===== config.mk =====
export PLATFORM = sky130hd
export DESIGN_NAME = extint_ctrl
export DESIGN_NICKNAME = d
export VERILOG_FILES = /design/src/rtl/extint_pkg.sv /design/src/rtl/extint_sync.sv /design/src/rtl/extint_chan.sv /design/src/rtl/extint_rdmux.sv /design/src/rtl/extint_ctrl.sv
export SDC_FILE = /design/constraint.sdc
export NUM_CORES = 1
export LEC_CHECK = 0
export ABC_AREA = 1
export BUFFER_PORTS_ARGS = -buffer_cell sky130_fd_sc_hd__buf_2
export CAP_MARGIN = 20
export CORE_UTILIZATION = 31
export CTS_BUF_LIST = sky130_fd_sc_hd__clkbuf_16
export DETAILED_ROUTE_END_ITERATION = 12
export PLACE_DENSITY = 0.57
export SKIP_LAST_GASP = 1
export SYNTH_ARGS = -nofsm -noshare
export SYNTH_HDL_FRONTEND = slang
export SYNTH_SLANG_ARGS = --single-unit

===== constraint.sdc =====
create_clock -name clk -period 3.4 [get_ports clk]
set_input_delay 0.17 -clock clk [delete_from_list [all_inputs] [get_ports clk]]
set_output_delay 0.17 -clock clk [all_outputs]
set_load 0.05 [all_outputs]

===== src/rtl/extint_pkg.sv =====
package extint_pkg;
  localparam int LVL_W  = 3;
  localparam int B_FLAG = 0;
  localparam int B_LVL  = 1;
  localparam int B_POL  = B_LVL + LVL_W;
  localparam int B_LVM  = B_POL + 1;
  localparam int CTRL_W = B_LVM + 1;
endpackage


===== src/rtl/extint_sync.sv =====
module extint_sync #(
  parameter int   W    = 8,
  parameter int   N    = 2,
  parameter logic IDLE = 1'b1
) (
  input  logic         clk,
  input  logic         rst,
  input  logic [W-1:0] d,
  output logic [W-1:0] q
);
  logic [W-1:0] st [N];

  always_ff @(posedge clk) begin
    if (rst) begin
      for (int k = 0; k < N; k++) st[k] <= {W{IDLE}};
    end else begin
      st[0] <= d;
      for (int k = 1; k < N; k++) st[k] <= st[k-1];
    end
  end

  assign q = st[N-1];
endmodule


===== src/rtl/extint_chan.sv =====
module extint_chan
  import extint_pkg::*;
#(
  parameter bit FULL = 1'b1
) (
  input  logic              clk,
  input  logic              rst,
  input  logic              pin_s,
  input  logic              be_en,
  input  logic              wr_ctrl,
  input  logic [CTRL_W-1:0] wr_bits,
  output logic [CTRL_W-1:0] ctrl_o,
  output logic              req_o,
  output logic [LVL_W-1:0]  lvl_o
);
  logic             flag_q, prev_q, pol_q, lvm_q;
  logic [LVL_W-1:0] lvl_q;
  logic             act, hit, clr;

  generate
    if (FULL) begin : g_full
      always_ff @(posedge clk) begin
        if (rst) begin
          pol_q <= 1'b0;
          lvm_q <= 1'b0;
        end else if (wr_ctrl) begin
          pol_q <= wr_bits[B_POL];
          lvm_q <= wr_bits[B_LVM];
        end
      end
    end else begin : g_fixed
      logic fix_unused;
      assign fix_unused = wr_bits[B_POL] ^ wr_bits[B_LVM];
      assign pol_q = 1'b0;
      assign lvm_q = 1'b0;
    end
  endgenerate

  assign act = pol_q ? pin_s : ~pin_s;
  assign clr = wr_ctrl & ~wr_bits[B_FLAG];

  always_comb begin
    if (lvm_q)      hit = act;
    else if (be_en) hit = act ^ prev_q;
    else            hit = act & ~prev_q;
  end

  always_ff @(posedge clk) begin
    if (rst) begin
      flag_q <= 1'b0;
      prev_q <= 1'b0;
      lvl_q  <= '0;
      req_o  <= 1'b0;
      lvl_o  <= '0;
    end else begin
      flag_q <= hit | (flag_q & ~clr);
      prev_q <= act;
      if (wr_ctrl) lvl_q <= wr_bits[B_LVL +: LVL_W];
      req_o  <= flag_q & (|lvl_q);
      lvl_o  <= lvl_q;
    end
  end

  always_comb begin
    ctrl_o                    = '0;
    ctrl_o[B_FLAG]            = flag_q;
    ctrl_o[B_LVL +: LVL_W]    = lvl_q;
    ctrl_o[B_POL]             = pol_q;
    ctrl_o[B_LVM]             = lvm_q;
  end

  // a set flag survives every cycle without a clearing write
  a_r6_flag_holds: assert property (@(posedge clk) disable iff (rst)
    (flag_q && !clr) |=> flag_q);
  // no event means the flag cannot rise, whatever is written
  a_r6_no_self_set: assert property (@(posedge clk) disable iff (rst)
    (!flag_q && !hit) |=> !flag_q);
  // an active level in level mode always leaves the flag set
  a_r5_level_sets: assert property (@(posedge clk) disable iff (rst)
    (lvm_q && act) |=> flag_q);
  // the request line only follows a flag that was set
  a_r8_req_from_flag: assert property (@(posedge clk) disable iff (rst)
    req_o |-> $past(flag_q));
endmodule


===== src/rtl/extint_rdmux.sv =====
module extint_rdmux
  import extint_pkg::*;
#(
  parameter int NCH   = 9,
  parameter int NFULL = 6,
  parameter int AW    = 4
) (
  input  logic                  clk,
  input  logic                  rst,
  input  logic [AW-1:0]         rd_addr,
  input  logic [NCH*CTRL_W-1:0] ctrl_flat,
  input  logic [NFULL-1:0]      be_q,
  output logic [CTRL_W-1:0]     rd_bits
);
  logic [CTRL_W-1:0] sel;

  always_comb begin
    sel = '0;
    for (int i = 0; i < NCH; i++)
      if (rd_addr == AW'(i)) sel = ctrl_flat[i*CTRL_W +: CTRL_W];
    if (rd_addr == AW'(NCH)) sel = CTRL_W'(be_q);
  end

  always_ff @(posedge clk) begin
    if (rst) rd_bits <= '0;
    else     rd_bits <= sel;
  end
endmodule


===== src/rtl/extint_ctrl.sv =====
module extint_ctrl
  import extint_pkg::*;
#(
  parameter int NCH    = 9,
  parameter int NFULL  = 6,
  parameter int DW     = 8,
  parameter int SYNC_N = 2,
  parameter int AW     = $clog2(NCH + 1)
) (
  input  logic                 clk,
  input  logic                 rst,
  input  logic [NCH-1:0]       pins,
  input  logic                 wr_en,
  input  logic [AW-1:0]        wr_addr,
  input  logic [DW-1:0]        wr_data,
  input  logic [AW-1:0]        rd_addr,
  output logic [DW-1:0]        rd_data,
  output logic [NCH-1:0]       irq_req,
  output logic [NCH*LVL_W-1:0] irq_lvl
);
  logic [NCH-1:0]        pin_s;
  logic [NFULL-1:0]      be_q;
  logic [NCH*CTRL_W-1:0] ctrl_flat;
  logic [CTRL_W-1:0]     rd_bits;
  logic                  top_unused;

  assign top_unused = ^wr_data[DW-1:CTRL_W];

  extint_sync #(.W(NCH), .N(SYNC_N), .IDLE(1'b1)) i_sync (
    .clk(clk), .rst(rst), .d(pins), .q(pin_s)
  );

  always_ff @(posedge clk) begin
    if (rst) be_q <= '0;
    else if (wr_en && wr_addr == AW'(NCH)) be_q <= wr_data[NFULL-1:0];
  end

  for (genvar i = 0; i < NCH; i++) begin : g_ch
    logic be_bit;
    if (i < NFULL) begin : g_be
      assign be_bit = be_q[i];
    end else begin : g_nobe
      assign be_bit = 1'b0;
    end

    extint_chan #(.FULL(i < NFULL)) i_chan (
      .clk    (clk),
      .rst    (rst),
      .pin_s  (pin_s[i]),
      .be_en  (be_bit),
      .wr_ctrl(wr_en && wr_addr == AW'(i)),
      .wr_bits(wr_data[CTRL_W-1:0]),
      .ctrl_o (ctrl_flat[i*CTRL_W +: CTRL_W]),
      .req_o  (irq_req[i]),
      .lvl_o  (irq_lvl[i*LVL_W +: LVL_W])
    );

    // a request never leaves with a zero priority beside it
    a_r8_req_needs_lvl: assert property (@(posedge clk) disable iff (rst)
      irq_req[i] |-> (irq_lvl[i*LVL_W +: LVL_W] != '0));
  end

  extint_rdmux #(.NCH(NCH), .NFULL(NFULL), .AW(AW)) i_rdmux (
    .clk(clk), .rst(rst), .rd_addr(rd_addr), .ctrl_flat(ctrl_flat),
    .be_q(be_q), .rd_bits(rd_bits)
  );

  assign rd_data = {{(DW-CTRL_W){1'b0}}, rd_bits};
endmodule


# Word level (Yosys, flattened, before mapping)
# Memories as Yosys holds them, arrays and structs flattened.
# Cells that the tools add are included.
[totals]
reg_bits = 105
mem_bits_rw = 18
mem_count = 1
[mem_list]
columns = ["name", "words", "word_bits", "rd", "rd_clocked_by_memory_dff", "wr", "line", "source"]
rows = [
  ["i_sync.st", 2, 9, 2, 0, 2, "extint_sync.sv:11", "logic [W-1:0] st [N];"],
]
[op_classes]
n_eq_ne = 18
muxes = 33
bitwise = 81
n_reduce_logical = 21
[ops]
columns = ["cell", "count"]
rows = [
  ["$mux W6", 10],
  ["$and A1 B1 Y1", 36],
  ["$eq A4 B3 Y1 const B", 8],
  ["$not A1 Y1", 28],
  ["$reduce_or A3 Y1", 9],
  ["$mux W1", 21],
  ["$mux W9", 2],
  ["$eq A4 B2 Y1 const B", 4],
  ["$eq A4 B4 Y1 const B", 4],
  ["$or A1 B1 Y1", 11],
  ["$logic_and A1 B1 Y1", 10],
  ["$eq A4 B1 Y1 const B", 2],
  ["$logic_not A4 Y1", 2],
  ["$xor A1 B1 Y1", 6],
]

# Logic depth before layout (Yosys ltp)
[logic_depth]
depth_word = 11
depth_mapped = 9
mapped_depth_nobuf = 9

# Cells and area by module
# Synthesis repeated with hierarchy kept, for this count alone.
[hier_totals]
cells_unflattened = 753
hier_area_um2 = 5400.2
[by_module_without_submodules]
columns = ["module", "instances", "cells_per_inst", "area_per_inst_um2"]
rows = [
  ["extint_chan (g_ch[0].i_chan ...)", 6, 55, 432.9],
  ["extint_chan (g_ch[6].i_chan ...)", 3, 46, 346.6],
  ["extint_rdmux", 1, 158, 812.0],
  ["extint_sync", 1, 65, 581.8],
  ["extint_ctrl", 1, 62, 369.1],
]

# Worst setup path before layout
# No wires, ideal clock.
[synth_timing]
path_type = "reg-to-reg"
start = "reg g_ch[5].i_chan.pol_q"
end = "reg g_ch[5].i_chan.flag_q"
setup_ps = 74
arrival_time_ps = 1126
setup_slack_ps = 2200
stages_incl_launch_ff = 7
period_less_slack_ps = 1200
cell_sequence = "dfxtp_1 xor2_1 inv_1 ha_1 nand2_1 o211ai_1 a31oi_1"
[synth_via]
elab_chain_len = 5
elab_cells_between_ends = 6
cone_classes = "mux: 3; bitwise: 3"
[synth_lines]
columns = ["item", "line", "source"]
rows = [
  ["from (decl)", "extint_chan.sv:16", "logic flag_q, prev_q, pol_q, lvm_q;"],
  ["from (signal assigned)", "extint_chan.sv:27", "pol_q <= wr_bits[B_POL];"],
  ["$mux W1 *", "extint_chan.sv:39", "assign act = pol_q ? pin_s : ~pin_s;"],
  ["named net g_ch[5].i_chan.act", "extint_chan.sv:18", "logic act, hit, clr;"],
  ["$and A1 B1 Y1 / $xor A1 B1 Y1 (equally long branches)", "extint_chan.sv:45, extint_chan.sv:44", ""],
  ["$mux W1", "extint_chan.sv:44", "else if (be_en) hit = act ^ prev_q;"],
  ["$mux W1 *", "extint_chan.sv:43", "if (lvm_q) hit = act;"],
  ["$or A1 B1 Y1 *", "extint_chan.sv:56", "flag_q <= hit | (flag_q & ~clr);"],
  ["to (signal assigned)", "extint_chan.sv:56", ""],
  ["to (decl)", "extint_chan.sv:16", ""],
]
# Mark *: on every way through the listed nets, which the timed path passes. The rest lies on a longest branch.
# A chain may end at the register's enable or synchronous reset.

# Worst setup path after layout
# Ends and elaborated chain as after synthesis.

==> flow_metrics.py <==
metrics = {
    "final_layout": {
        "postLayoutCoreUtil_pct": 39.6,
        "syn_to_final_growth_pct": 24.9,
        "antenna_cells": 0,
        "design_area_um2": 5740,
        "layout.cells.non_filler": 821,
        "final_net_count": 658,
        "layout-drive-gt1-share_pct": 20.3,
    },
    "floorplan": {
        "die_x_um": 124,
        "io_pins": 72,
        "die_h_um": 124,
        "start_util_pct": 31.7,
        "die_area_um2": 15300,
        "core_area_um2": 14500,
        "rows": 44,
    },
    "grt": {
        "gr-total-overflow": 0,
        "busiest_layer": "met2",
        "grtUsageTotal_pct": 15.8,
        "grt_first_pass_wirelength_um": 17800,
        "use_met2_pct": 25.3,
        "antenna_found_initial": 0,
        "grtUsageMet3_pct": 4.95,
        "use_met1_pct": 20.1,
        "grt_pass1_vias": 3478,
        "grt_max_degree": 67,
    },
    "setup_path": {
        "worst_setup_path_start_kind": "flop",
        "critPathBufInv": 1,
        "critPathTopFamily": "flip-flops",
        "cp_data_required_time_ps": 3740,
        "arrival_ps": 1670,
        "crit_start": "g_ch[5].i_chan.pol_q",
        "worstPathCellList": "xor2_1 > inv_1 > ha_1 > nand2_1 > o211ai_1 > a31oi_1",
        "cp_slowest_stage_delay_ps": 370,
        "worst-path-max-fanout": 3,
        "cpMaxStageDelayCell": "dfxtp_1",
        "path_class": "reg2reg",
        "r2r_start": "g_ch[5].i_chan.pol_q",
        "endpoint_kind": "flop",
    },
    "routing": {
        "drtIter0Drc": 270,
        "vias": 3824,
        "wl_um": 11300,
        "drc": 0,
        "wire_per_inst_um": 13.8,
        "dr.pass1.iters": 5,
        "viasPerCell": 4.66,
        "ant_nets": 0,
    },
    "power": {
        "power_frac_comb_pct": 6.2,
        "p_sw_share_pct": 22.3,
        "peakVddDrop_mv": 0.313,
        "clkPwrFrac_pct": 51.6,
        "p_leak_uw": 0.00239,
        "p_sw_uw": 795,
        "pwr-share-seq_pct": 42.3,
        "cellPowerDensity_nw_per_um2": 620,
        "p_int_uw": 2760,
    },
    "clocking": {
        "worstSkewPairLatency_ps": 410,
        "tritoncts": "yes",
        "htreeDepth": 4,
        "clockBufferDepth": 2,
        "clkTransAtPathRegs_ps": 50,
        "cts.sinks": 123,
        "cts_resized": 0,
        "cts_buffers": 17,
        "cts-root-buf": "clkbuf_16",
    },
    "timing": {
        "fin_crit_sh_pct": 39.2,
        "worst_pin_slew_ps": 657,
        "rsz0062_at_grt": "false",
        "slew_headroom_pct": 56.2,
        "fin_skew_ps": 7.91,
        "finalSetupTns_ps": 0,
        "fin_crit_ps": 1330,
        "hold_viol": 0,
        "drv_slew": 0,
        "finalSetupViolCount": 0,
        "timing.fmax_mhz": 750,
        "layout_setup_ws_ps": 2070,
    },
    "logic_synthesis": {
        "synth_cell_types": 31,
        "ys.flop_type": "dfxtp_1",
        "synth_warnings": 0,
        "syn_avg_cell_area_um2": 8.26,
        "ys_async_sr_fraction_pct": 0,
        "synthCells": 556,
        "synth_top_area_share_pct": 53.6,
        "seq_area_frac_synth_pct": 53.6,
        "netlist_area_um2": 4590,
        "ys_seq_elements": 123,
        "yosys.area.top_type": "dfxtp_1",
        "synth_edf_count": 0,
        "synth_common_cells": "dfxtp_1, nor2_1, inv_1, o21ai_0, nand2_1",
        "netlist_top_cells_area": "dfxtp_1, o21ai_0, nor2_1",
        "yosysMostFrequentCell": "dfxtp_1",
    },
    "placed_design": {
        "dp_cells": 779,
        "dp_hpwl_um": 8120,
        "io_buffers": 67,
        "placed_cell_area_um2": 5010,
        "place_ws_ps": 1690,
        "globalplace.congestion": 0.862,
    },
    "job": {
        "maxCapViolations": 0,
    },
    "worst_hold_path": {
        "min_path_type": "in2reg",
        "hp-start": "wr_data[4]",
    },
    "status": {
        "status": "completed",
    },
}
## path summary, 6_finish.rpt
check                          endpoint  slack [ps]  cells past startpoint
hold reg to reg        i_sync.st[0][11]         410                      1
setup / recovery  g_ch[5].i_chan.flag_q        2070                      6
setup reg to reg  g_ch[5].i_chan.flag_q        2070                      6
hold / removal     g_ch[2].i_chan.pol_q          90                      3
## state kept, by name, indices dropped and copies added, names as in the netlist, 9 cells and up
register,flops
g_ch.i_chan.lvl_o,27
g_ch.i_chan.flag_q,9
i_sync.st,18
g_ch.i_chan.prev_q,9
g_ch.i_chan.lvl_q,27
g_ch.i_chan.req_o,9
## logic make-up (layout without fill, tap and decap cells)
family          Yosys count  count (layout)  synth area share (%)
simple gates            187             187                  18.5
compound gates          133             133                  15.8
flops                   123             123                  53.6
buf+inv                 100             180                  9.27
fa+ha+maj                 6               6                  1.64
xor+xnor                  6               6                  1.14
other cells               1               2                0.0817
## area by class of cell
type / instances / area (um2)
inverters: 68 / 255
clock inverters: 15 / 180
fillers: 1484 / 8740
multi-input cells: 334 / 1710
clock buffers: 17 / 425
flip-flops and latches: 123 / 2460
well taps: 184 / 230
repair buffers: 80 / 475
## cells in the final DEF, fill, tap and decap left out, drive strengths merged, types with 13 or more instances in the layout
cell,instances
dfxtp,123
nor2,83
buf,71
inv,67
o21ai,62
nand2,53
a21oi,43
nand3,20
or2,18
clkbuf,17
a31oi,13
## power by group through the flow
stage / clock network [uW] / logic, uW / registers [uW]
final: 1840 / 219 / 1500
after global routing: 1930 / 244 / 1510
after CTS: 1880 / 217 / 1500
after detailed placement: 0 / 208 / 1530
after global placement: 0 / 203 / 1530
after floorplan: 0 / 124 / 1550
## worst min-delay path: stages
cell and delay (ps):
buf_2 150, nor2_1 60, nor2_1 80
## what timing repair did
| item | in CTS | in global routing |
|---|---|---|
| hold endpoints to repair | 9 | 0 |
| buffers inserted | 0 | 0 |
| hold buffers | 9 | 0 |
## per-layer routing
layer | share of wire [%] | up-vias | routed length [um]
met2 | 47 | 113 | 5350
met4 | 0.81 | 0 | 91
met3 | 6.4 | 9 | 728
met1 | 45 | 1762 | 5130
li1 | - | 1940 | -
met5 | 0 | - | 0
## per-stage QoR
step	hold WS [ps]	power [uW]
after global routing	118	3680
after CTS	73.1	3600
after floorplan	274	1670
final	88.7	3560
after detailed placement	355	1740
after global placement	354	1740
Power figures use the tool's default switching activity.
